### src/rtl/fma_core_pkg.sv
// Shared constants, the path selector type and the sticky right shift
// used by both datapath stages of the fused multiply-add core.
package fma_core_pkg;

    localparam int unsigned WORD_W  = 64;
    localparam int unsigned SHAMT_W = 16;

    // Which arithmetic the second stage performs
    typedef enum logic [1:0] {
        PATH_PROD = 2'd0,
        PATH_ADD  = 2'd1,
        PATH_SUB  = 2'd2
    } fma_path_e;

    // Logical right shift; any one shifted out sets bit 0 of the result.
    // Shifts of WORD_W or more leave only the sticky bit.
    function automatic logic [WORD_W-1:0] sticky_shr(
        input logic [WORD_W-1:0]  v,
        input logic [SHAMT_W-1:0] amt
    );
        logic [WORD_W-1:0] kept;
        logic [WORD_W-1:0] lost_mask;
        kept      = '0;
        lost_mask = '0;
        if (amt >= SHAMT_W'(WORD_W)) begin
            kept = {{(WORD_W-1){1'b0}}, |v};
        end else begin
            lost_mask = ~({WORD_W{1'b1}} << amt);
            kept      = (v >> amt) | {{(WORD_W-1){1'b0}}, |(v & lost_mask)};
        end
        return kept;
    endfunction

endpackage

### src/rtl/fma_lzc.sv
// Leading-zero counter. Counts zeros above the highest set bit of vec.
// An all-zero vector returns W. Purely combinational.
module fma_lzc #(
    parameter int unsigned W  = 63,
    parameter int unsigned CW = $clog2(W + 1)
) (
    input  logic [W-1:0]  vec,
    output logic [CW-1:0] count
);

    // Scan upward; the highest set bit is the last to overwrite the count
    always_comb begin
        count = CW'(W);
        for (int i = 0; i < W; i++) begin
            if (vec[i]) begin
                count = CW'(W - 1 - i);
            end
        end
    end

endmodule

### src/rtl/fma_prod_align.sv
// First stage: exact product, product normalization to bit WORD_W-2,
// addend placement and sticky alignment to the larger exponent.
// Assumes hidden bits are set on all mantissas. The result is combinational.
module fma_prod_align
    import fma_core_pkg::*;
#(
    parameter int unsigned MANT_W = 24,
    parameter int unsigned EXP_W  = 10,
    parameter int unsigned IW     = EXP_W + 2
) (
    input  logic                     x_sign,
    input  logic signed [EXP_W-1:0]  x_exp,
    input  logic [MANT_W-1:0]        x_mant,
    input  logic                     y_sign,
    input  logic signed [EXP_W-1:0]  y_exp,
    input  logic [MANT_W-1:0]        y_mant,
    input  logic                     z_sign,
    input  logic signed [EXP_W-1:0]  z_exp,
    input  logic [MANT_W-1:0]        z_mant,
    input  logic                     z_is_zero,
    input  logic                     sub_mode,
    output logic [WORD_W-1:0]        p_al,
    output logic [WORD_W-1:0]        z_al,
    output logic signed [IW-1:0]     e_al,
    output logic                     p_sign,
    output fma_path_e                path
);

    localparam int unsigned LEAD   = WORD_W - 2;
    localparam int unsigned PROD_W = 2 * MANT_W;
    localparam int unsigned SH_HI  = LEAD - PROD_W + 1;
    localparam int unsigned SH_LO  = SH_HI + 1;
    localparam int unsigned Z_SH   = LEAD - (MANT_W - 1);

    logic [PROD_W-1:0]     prod;
    logic [WORD_W-1:0]     prod_w;
    logic                  p_top;
    logic [WORD_W-1:0]     p_norm;
    logic [WORD_W-1:0]     z_norm;
    logic signed [IW-1:0]  p_exp;
    logic signed [IW-1:0]  z_exp_w;
    logic signed [IW-1:0]  exp_gap;

    // Exact product, leading one moved to bit LEAD
    always_comb begin
        prod    = PROD_W'(x_mant) * PROD_W'(y_mant);
        prod_w  = WORD_W'(prod);
        p_top   = prod[PROD_W-1];
        p_norm  = p_top ? (prod_w << SH_HI) : (prod_w << SH_LO);
        p_exp   = IW'(x_exp) + IW'(y_exp) + IW'({1'b0, p_top});
        z_norm  = WORD_W'(z_mant) << Z_SH;
        z_exp_w = IW'(z_exp);
        exp_gap = p_exp - z_exp_w;
    end

    // Pick the path and shift the smaller-exponent operand with sticky
    always_comb begin
        p_sign = x_sign ^ y_sign ^ sub_mode;
        p_al   = p_norm;
        z_al   = z_norm;
        e_al   = p_exp;
        if (z_is_zero) begin
            path = PATH_PROD;
        end else begin
            path = (p_sign == z_sign) ? PATH_ADD : PATH_SUB;
            if (exp_gap < 0) begin
                p_al = sticky_shr(p_norm, SHAMT_W'(-exp_gap));
                e_al = z_exp_w;
            end else if (exp_gap > 0) begin
                z_al = sticky_shr(z_norm, SHAMT_W'(exp_gap));
            end
        end
    end

endmodule

### src/rtl/fma_add_norm.sv
// Second stage: magnitude add or subtract, carry handling, normalization
// by leading-zero count and one barrel shift, then sticky reduction to the
// guard-extended output mantissa. Inputs are aligned to a common exponent,
// and each nonzero input has its leading one at or below bit WORD_W-2.
module fma_add_norm
    import fma_core_pkg::*;
#(
    parameter int unsigned IW    = 12,
    parameter int unsigned OUT_W = 27
) (
    input  logic [WORD_W-1:0]    p_in,
    input  logic [WORD_W-1:0]    z_in,
    input  logic signed [IW-1:0] e_in,
    input  logic                 p_sign,
    input  logic                 z_sign,
    input  fma_path_e            path,
    input  logic                 round_down,
    output logic                 r_sign,
    output logic signed [IW-1:0] r_exp,
    output logic [OUT_W-1:0]     r_mant
);

    localparam int unsigned LEAD   = WORD_W - 2;
    localparam int unsigned OUT_SH = LEAD - (OUT_W - 1);
    localparam int unsigned DIFF_W = WORD_W - 1;
    localparam int unsigned CW     = $clog2(DIFF_W + 1);

    logic [WORD_W-1:0] sum_w;
    logic              carry;
    logic              z_ge;
    logic              cancel;
    logic [DIFF_W-1:0] mag_diff;
    logic [CW-1:0]     lead_zeros;
    logic [WORD_W-1:0] norm_w;
    logic [WORD_W-1:0] work;

    // Both sum and difference are formed; the path picks one
    always_comb begin
        sum_w    = p_in + z_in;
        carry    = sum_w[WORD_W-1];
        z_ge     = (z_in >= p_in);
        cancel   = (z_in == p_in);
        mag_diff = DIFF_W'(z_ge ? (z_in - p_in) : (p_in - z_in));
    end

    fma_lzc #(
        .W (DIFF_W),
        .CW(CW)
    ) u_lzc (
        .vec  (mag_diff),
        .count(lead_zeros)
    );

    // Single barrel shift brings the difference back to bit LEAD
    always_comb begin
        norm_w = WORD_W'(mag_diff) << lead_zeros;
    end

    // Result selection and final sticky reduction to OUT_W bits
    always_comb begin
        work   = p_in;
        r_exp  = e_in;
        r_sign = p_sign;
        unique case (path)
            PATH_ADD: begin
                work  = carry ? sticky_shr(sum_w, SHAMT_W'(1)) : sum_w;
                r_exp = e_in + IW'({1'b0, carry});
            end
            PATH_SUB: begin
                if (cancel) begin
                    work   = '0;
                    r_exp  = '0;
                    r_sign = round_down;
                end else begin
                    work   = norm_w;
                    r_exp  = e_in - IW'(lead_zeros);
                    r_sign = z_ge ? z_sign : p_sign;
                end
            end
            default: begin
                work = p_in;
            end
        endcase
        r_mant = OUT_W'(sticky_shr(work, SHAMT_W'(OUT_SH)));
    end

endmodule

### src/rtl/fma_mant_core.sv
// Two-stage pipelined fused multiply-add mantissa datapath with valid/ready
// on both sides. Stage one multiplies and aligns; stage two adds,
// normalizes and holds the result until taken. Assumes finite operands,
// a nonzero product and hidden bits set on all mantissas.
module fma_mant_core
    import fma_core_pkg::*;
#(
    parameter int unsigned MANT_W = 24,
    parameter int unsigned EXP_W  = 10,
    parameter int unsigned OUT_W  = 27
) (
    input  logic                     clk,
    input  logic                     rst_n,
    input  logic                     in_valid,
    output logic                     in_ready,
    input  logic                     x_sign,
    input  logic signed [EXP_W-1:0]  x_exp,
    input  logic [MANT_W-1:0]        x_mant,
    input  logic                     y_sign,
    input  logic signed [EXP_W-1:0]  y_exp,
    input  logic [MANT_W-1:0]        y_mant,
    input  logic                     z_sign,
    input  logic signed [EXP_W-1:0]  z_exp,
    input  logic [MANT_W-1:0]        z_mant,
    input  logic                     z_is_zero,
    input  logic                     sub_mode,
    input  logic                     round_down,
    output logic                     out_valid,
    input  logic                     out_ready,
    output logic                     out_sign,
    output logic signed [EXP_W+1:0]  out_exp,
    output logic [OUT_W-1:0]         out_mant
);

    localparam int unsigned IW = EXP_W + 2;

    logic                  s1_valid;
    logic                  s2_valid;
    logic                  s1_go;
    logic                  load_in;

    logic [WORD_W-1:0]     al_p;
    logic [WORD_W-1:0]     al_z;
    logic signed [IW-1:0]  al_e;
    logic                  al_psign;
    fma_path_e             al_path;

    logic [WORD_W-1:0]     s1_p;
    logic [WORD_W-1:0]     s1_z;
    logic signed [IW-1:0]  s1_e;
    logic                  s1_psign;
    logic                  s1_zsign;
    logic                  s1_rdown;
    fma_path_e             s1_path;

    logic                  an_sign;
    logic signed [IW-1:0]  an_exp;
    logic [OUT_W-1:0]      an_mant;

    // Handshake: stage one moves on when stage two is empty or draining
    always_comb begin
        s1_go    = !s2_valid || out_ready;
        in_ready = !s1_valid || s1_go;
        load_in  = in_valid && in_ready;
    end

    fma_prod_align #(
        .MANT_W(MANT_W),
        .EXP_W (EXP_W),
        .IW    (IW)
    ) u_align (
        .x_sign   (x_sign),
        .x_exp    (x_exp),
        .x_mant   (x_mant),
        .y_sign   (y_sign),
        .y_exp    (y_exp),
        .y_mant   (y_mant),
        .z_sign   (z_sign),
        .z_exp    (z_exp),
        .z_mant   (z_mant),
        .z_is_zero(z_is_zero),
        .sub_mode (sub_mode),
        .p_al     (al_p),
        .z_al     (al_z),
        .e_al     (al_e),
        .p_sign   (al_psign),
        .path     (al_path)
    );

    // Occupancy flags of both stages
    always_ff @(posedge clk) begin
        if (!rst_n) begin
            s1_valid <= 1'b0;
            s2_valid <= 1'b0;
        end else begin
            if (in_ready) begin
                s1_valid <= in_valid;
            end
            if (s1_go) begin
                s2_valid <= s1_valid;
            end
        end
    end

    // Stage one data capture on an accepted input
    always_ff @(posedge clk) begin
        if (load_in) begin
            s1_p     <= al_p;
            s1_z     <= al_z;
            s1_e     <= al_e;
            s1_psign <= al_psign;
            s1_zsign <= z_sign;
            s1_rdown <= round_down;
            s1_path  <= al_path;
        end
    end

    fma_add_norm #(
        .IW   (IW),
        .OUT_W(OUT_W)
    ) u_addn (
        .p_in      (s1_p),
        .z_in      (s1_z),
        .e_in      (s1_e),
        .p_sign    (s1_psign),
        .z_sign    (s1_zsign),
        .path      (s1_path),
        .round_down(s1_rdown),
        .r_sign    (an_sign),
        .r_exp     (an_exp),
        .r_mant    (an_mant)
    );

    // Output register: loads only when stage two is free, else holds
    always_ff @(posedge clk) begin
        if (s1_go && s1_valid) begin
            out_sign <= an_sign;
            out_exp  <= an_exp;
            out_mant <= an_mant;
        end
    end

    assign out_valid = s2_valid;

endmodule

### config.mk
export PLATFORM = sky130hd
export DESIGN_NAME = fma_mant_core
export DESIGN_NICKNAME = d
export VERILOG_FILES = /design/src/rtl/fma_core_pkg.sv /design/src/rtl/fma_lzc.sv /design/src/rtl/fma_prod_align.sv /design/src/rtl/fma_add_norm.sv /design/src/rtl/fma_mant_core.sv
export SDC_FILE = /design/constraint.sdc
export NUM_CORES = 2
export LEC_CHECK = 0
export BUFFER_PORTS_ARGS = -buffer_cell sky130_fd_sc_hd__buf_2
export CORE_MARGIN = 2
export CORE_UTILIZATION = 50
export CTS_CLUSTER_DIAMETER = 40
export DETAILED_ROUTE_END_ITERATION = 6
export PLACE_DENSITY = 0.66
export SLEW_MARGIN = 20
export SYNTH_ARGS = -nofsm -noshare
export SYNTH_HDL_FRONTEND = slang
export SYNTH_HIERARCHICAL = 1
export SYNTH_SLANG_ARGS = --single-unit
export TNS_END_PERCENT = 50
### constraint.sdc
create_clock -name clk -period 17.65 [get_ports clk]
set_input_delay 3.53 -clock clk [delete_from_list [all_inputs] [get_ports clk]]
set_output_delay 3.53 -clock clk [all_outputs]
set_load 0.005 [all_outputs]
# Word level (Yosys, flattened, before mapping)
# Cells that the tools add are included.
# totals
reg_bits,187
input_bits,112
output_inout_bits,42
# classes
n_addsub,9
n_mul,1
n_lt_le_gt_ge,5
eq_ne,4
n_shift,5
n_mux,83
bitwise_logic,11
reduce_logical,13
# op_table
op,n
63-bit 2-to-1 mux,8
6-bit 2-to-1 mux,62
64-bit 2-to-1 mux,3
64-bit OR reduction,3
64-bit NOT,2
64-bit by 1-bit bitwise OR with 64-bit output,2
"64-bit by 16-bit << shifter with 64-bit output, first input constant",2
63-bit case mux with 2 select lines,1
63-bit subtractor,2
64-bit adder,1
63-bit by 64-bit AND with 64-bit output,1
64-bit AND,1
64-bit equality test,1
64-bit greater-or-equal comparator,1
63-bit by 16-bit right shift with 64-bit output,1
64-bit by 16-bit right shift with 64-bit output,1
63-bit by 1-bit bitwise OR with 63-bit output,1
63-bit by 6-bit << shifter with 63-bit output,1
24-bit by 24-bit multiplier with 48-bit output,1
12-bit 2-to-1 mux,3
36-bit OR reduction,1
"16-bit by 7-bit greater-or-equal comparator with 1-bit output, second input constant",2
27-bit by 1-bit bitwise OR with 27-bit output,1
12-bit by 1-bit adder with 12-bit output,2
other kinds (20),27

# Logic depth before layout (Yosys ltp)
# logic_depth
depth_word,70
mapped_depth,56
mapped_depth_nobuf,48

# Modules after synthesis
# The synthesis kept the hierarchy.
# by_module_without_submodules
mod,instances,cells_per_inst,area_per_inst_um2
fma_prod_align,1,3765,29154.2
fma_add_norm,1,2750,17760.8
fma_mant_core,1,194,5659.2
fma_lzc,1,142,792.0

# Worst setup path before layout
# Ideal clock, no wire load.
# synth_path
path_type,in2reg
from,input port y_mant[3]
to,register s1_p[0] (data pin)
arrival_time_ps,15260
required_time_ps,17389
slack_ps,2130
path_stages,55
path_cell_list,clkbuf_1 nand2_1 fa_1 inv_1 fa_1 inv_1 fa_1 inv_1 fa_1 inv_1 fa_1 inv_1 fa_1 inv_1 fa_1 inv_1 ha_1 buf_2 [... 19 more ...] a21o_1 xor2_1 ha_1 a21o_1 a211o_1 a2111oi_1 o21ai_0 a21oi_1 nor2b_1 o22a_1 buf_2 nor3_1 a21oi_1 a2111oi_2 o2111ai_1 or4_1 a221oi_1 nor2_1
# synth_between
elab_chain_len,12
# synth_lines
item,line_no,source
start: declaration,fma_mant_core.sv:21,"input logic [MANT_W-1:0] y_mant,"
24-bit by 24-bit multiplier with 48-bit output *,fma_prod_align.sv:46,prod = PROD_W'(x_mant) * PROD_W'(y_mant);
12-bit by 1-bit adder with 12-bit output,fma_prod_align.sv:50,"p_exp = IW'(x_exp) + IW'(y_exp) + IW'({1'b0, p_top});"
12-bit by 10-bit subtractor with 12-bit output,fma_prod_align.sv:53,exp_gap = p_exp - z_exp_w;
12-bit negator with 16-bit output,fma_prod_align.sv:67,"p_al = sticky_shr(p_norm, SHAMT_W'(-exp_gap));"
64-bit by 16-bit << shifter with 64-bit output,fma_core_pkg.sv:28,lost_mask = ~({WORD_W{1'b1}} << amt);
64-bit NOT,fma_core_pkg.sv:28,
64-bit AND,fma_core_pkg.sv:29,"kept = (v >> amt) | {{(WORD_W-1){1'b0}}, |(v & lost_mask)};"
64-bit OR reduction,fma_core_pkg.sv:29,
64-bit by 1-bit bitwise OR with 64-bit output,fma_core_pkg.sv:29,
64-bit 2-to-1 mux,fma_core_pkg.sv:25,if (amt >= SHAMT_W'(WORD_W)) begin
64-bit 2-to-1 mux *,fma_prod_align.sv:66,if (exp_gap < 0) begin
64-bit 2-to-1 mux *,fma_prod_align.sv:62,if (z_is_zero) begin
named net al_p[0],fma_mant_core.sv:42,logic [WORD_W-1:0] al_p;
end signal: assignment,fma_mant_core.sv:108,s1_p <= al_p;
end: declaration,fma_mant_core.sv:48,logic [WORD_W-1:0] s1_p;
# Mark *: on every way through the listed nets, which the timed path passes. The rest lies on a longest branch.
# A chain may end at the register's enable or synchronous reset.

# Worst setup path after layout
# layout_path
from,input port y_mant[15]
to,register s1_p[50] (data pin)
# layout_between
elab_chain_len,9
# layout_lines
item,line_no
24-bit by 24-bit multiplier with 48-bit output *,fma_prod_align.sv:46
12-bit by 1-bit adder with 12-bit output,fma_prod_align.sv:50
12-bit by 10-bit subtractor with 12-bit output,fma_prod_align.sv:53
12-bit negator with 16-bit output,fma_prod_align.sv:67
64-bit by 16-bit right shift with 64-bit output,fma_core_pkg.sv:29
64-bit by 1-bit bitwise OR with 64-bit output,fma_core_pkg.sv:29
64-bit 2-to-1 mux,fma_core_pkg.sv:25
64-bit 2-to-1 mux,fma_prod_align.sv:66
64-bit 2-to-1 mux *,fma_prod_align.sv:62
named net al_p[50],fma_mant_core.sv:42
# Marks and branches as above.

==> flow_summary.rst <==
.. list-table::
   :header-rows: 1

   * - Metric
     - Value
   * - Max_slew headroom
     - 19.4%
   * - Number of buffers inserted by port buffering
     - 153
   * - Sequential element share of the synthesized area
     - between 10% and 20%
   * - DIE AREA
     - 109000 µm²
   * - Nature of the critical path startpoint
     - input pin
   * - Clk pin slew, worst setup/hold paths
     - 100 ps
   * - Remaining global-route overflow
     - 0
   * - Post-cts sizing count
     - 0
   * - Count of flip-flops with a built-in enable after synthesis
     - 185
   * - Final Instance Count excl. Fillers
     - 8079
   * - Most frequent standard cell in the layout excluding fill and tap cells
     - inv_1
   * - Count of pins over their slew limit
     - 0
   * - Top layer reached by signal wires
     - met5
   * - Nets
     - 7669
   * - Data required time of the worst path
     - 17850 ps
   * - Fill cell instance count of the final layout
     - 10.2k
   * - Final clock period utilization by the worst path
     - 93.9%
   * - Kind of critical path
     - input pin to flip-flop
   * - Setup violation total in the final timing report
     - 0
   * - Routed wire length on met2
     - 100000 µm
   * - Depth of the CTS H-tree
     - 4
   * - I/O pins
     - 154
   * - Final Critical Period
     - 16580 ps
   * - Sequential Area
     - 5600 µm²
   * - Number of sinks handled by clock tree synthesis
     - 187
   * - DRT Pass-1 Iters
     - 6
   * - Worst min path class
     - flip-flop to flip-flop
   * - Async S/R FF share, synth
     - 0%
   * - Critical Path Sink Type
     - flip-flop
   * - Die X-Extent
     - between 300 and 400 µm
   * - Total core area
     - 106000 µm²
   * - Largest incremental delay on the critical path
     - 670 ps
   * - Final RePlAce weighted congestion
     - 1.04
   * - Worst hold slack across all endpoints
     - 533 ps
   * - CP Buf/Inv Count
     - 8
   * - Core Rows
     - 119
   * - Initial Utilization
     - 50.6%
   * - Quantity of hold-fixing buffers added after cts
     - 0
   * - Wire length of the first global-routing pass
     - 329000 µm
   * - Hold violation total from the final report
     - 0
   * - Total clock buffers created by CTS
     - 17
   * - Setup repair after global routing missed its margin
     - no
   * - Vias in the first global route
     - around 51k
   * - Post-synth cell types
     - 121
   * - Dominant cell type by count on the critical path
     - fa_1
   * - Highest-count cells in the layout ignoring fill and taps
     - inv_1 (796), nand2_1 (790), nor2_1 (515)
   * - Share of the synthesized netlist area taken by xor and xnor gates
     - 2.81%
   * - Post-CTS Repair Setup Buffers
     - 0
   * - Maximum frequency from static timing analysis
     - 0.0603 GHz
   * - Multiplexer area fraction after synthesis
     - 7.31%
   * - Number of standard cells after synthesis
     - about 7k
   * - Count of state elements after synthesis
     - ~190
   * - Ys Warns
     - 6
   * - Clk Latency, worst-skew pair
     - 500 ps
   * - Total detailed-routing wirelength
     - about 220000 µm
   * - Wire length on met3
     - 20300 µm
   * - Final Instance Area
     - 55500 µm²
   * - Post-synthesis area per instance
     - 7.79 µm²
   * - Area share of fa/ha/maj cells after synthesis
     - 27.7%
   * - Worst Clk Skew
     - 28.7 ps
   * - Fraction of the mapped netlist area in compound gates
     - 23.1%
   * - Overall global routing resource usage
     - 39.9%
   * - Standard cell area after detailed placement
     - 54900 µm²
   * - Wire length per cell
     - around 27 µm
   * - Die extent in y
     - 331 µm
   * - Cell area after synthesis
     - about 53000 µm²
   * - Half-perimeter wire length of the detailed placement result
     - approximately 180000 µm
   * - Cell at the root of the clock tree
     - clkbuf_16
   * - Metal-1 WL
     - 83200 µm
   * - Total Neg Setup Slack
     - 0 ps
   * - Initial DRC Count
     - 6827
   * - Combined area of the multi-input logic cells
     - 43200 µm²
   * - Number of max-cap violations
     - 0
   * - TritonCTS clock tree
     - yes
   * - Most used DFF post-synth
     - edfxtp_1
   * - Number of antenna violations at the first check in global routing
     - 2
   * - Slowest CP cell
     - o21ai_0
   * - Critical path arrival
     - ~17000 ps
   * - Post-detailed-route via-to-cell ratio
     - 6.65
   * - Pin count of the biggest net entering global routing
     - 75
   * - Area share of and/or/nand/nor cells after synthesis
     - 19.6%
   * - Biggest fanout along the worst timing path
     - 24
   * - Longest Clk Path Bufs
     - 2
   * - Top cell family by delay on the critical path
     - adder cells
   * - Count of placed standard cells including taps
     - roughly 8.0k
   * - DRC violations left
     - 0
   * - Run status
     - completed
   * - Fraction of final layout cells with drive strength greater than 1
     - 7.55%
   * - Largest family of logic cells by synthesized area
     - adder cells
   * - Area delta synth->final
     - 4.09%
   * - DR vias
     - approximately 54k
   * - Remaining number of nets flagged by the antenna check after routing
     - 0
   * - Transition time of the tightest slew-check pin
     - 1210 ps
synthesized netlist by cell type (25+ instances only):
library cell / n / area (µm²)
a211o_1: 30 / 263
a211oi_1: 84 / 631
a21o_1: 107 / 803
a21oi_1: 497 / 2490
a221o_1: 25 / 250
a22o_1: 28 / 245
a22oi_1: 58 / 435
a31oi_1: 59 / 369
and2_1: 289 / 1810
and3_1: 30 / 188
buf_1: 54 / 203
buf_2: 36 / 180
clkbuf_1: 318 / 1190
edfxtp_1: 185 / 5560
fa_1: 489 / 9790
ha_1: 395 / 4940
inv_1: 797 / 2990
mux2_2: 58 / 653
mux2i_1: 159 / 1590
mux4_2: 71 / 1600
nand2_1: 791 / 2970
nand2b_1: 28 / 175
nand3_1: 114 / 571
nand4_1: 71 / 444
nor2_1: 518 / 1940
nor2b_1: 38 / 238
nor3_1: 144 / 721
nor4_1: 56 / 350
o211ai_1: 67 / 503
o21a_1: 58 / 435
o21ai_0: 337 / 1690
o21bai_1: 72 / 541
o221ai_1: 29 / 254
o22ai_1: 80 / 500
o31ai_1: 40 / 300
or3_1: 42 / 263
xnor2_1: 132 / 1160
xor2_1: 39 / 342
registers in the layout, indices dropped and copies added (netlist names):
register / cells
out_exp: 12
out_mant: 27
out_sign: 1
out_valid: 1
s1_e: 12
s1_p: 64
s1_path: 2
s1_psign: 1
s1_rdown: 1
s1_valid: 1
s1_z: 64
s1_zsign: 1
kinds of logic (layout without fill, tap and decap cells):
logic type,Yosys count,in the layout
and+or+nand+nor,2217,2217
AOI/OAI and AO/OA,1863,1863
buffers and inverters,1234,1068
adders and majority gates,887,887
muxes,291,291
DFF,187,187
xor gates and xnor gates,171,171
other,1,4
final timing paths:
check	from	end	slack, ps	cells after the start
setup / recovery	y_mant[15]	s1_p[50]	1070	46
hold / removal	out_valid	s1_valid	530	2
setup reg to reg	s1_p[60]	out_mant[0]	5360	30
hold reg to reg	out_valid	s1_valid	530	2
tightest hold or removal path, cell delays in order, from the launching register on:
cell and delay (ps):
dfxtp_1 360, nand3b_4 90, a21boi_1 60
routing by layer:
layer	global-route usage, %	vias up
met3	7.00	628
met5	0	-
li1	-	23600
met4	24.4	4
met1	49.9	26300
met2	64.2	3227
metrics by stage:
step / util (%) / worst slack, ps
2_1_floorplan: - / 2130
6_report: 52.6 / 1070
3_3_place_gp: 52.0 / 1200
4_1_cts: 52.6 / 1420
3_5_place_dp: 52.0 / 955
5_1_grt: 52.6 / 440
cell type report:
type	count	share of cell area (%)
clock buffers	17	0.766
clock inverters	15	0.403
well taps	1391	3.13
inverters	809	5.47
repair buffers	227	2.40
multi-input cells	5431	77.7
flip-flops and latches	187	10.1
diodes	2	0.00901
Power is not shown: default switching activity piles up to over one toggle a cycle in this logic, so the estimate is an artifact.
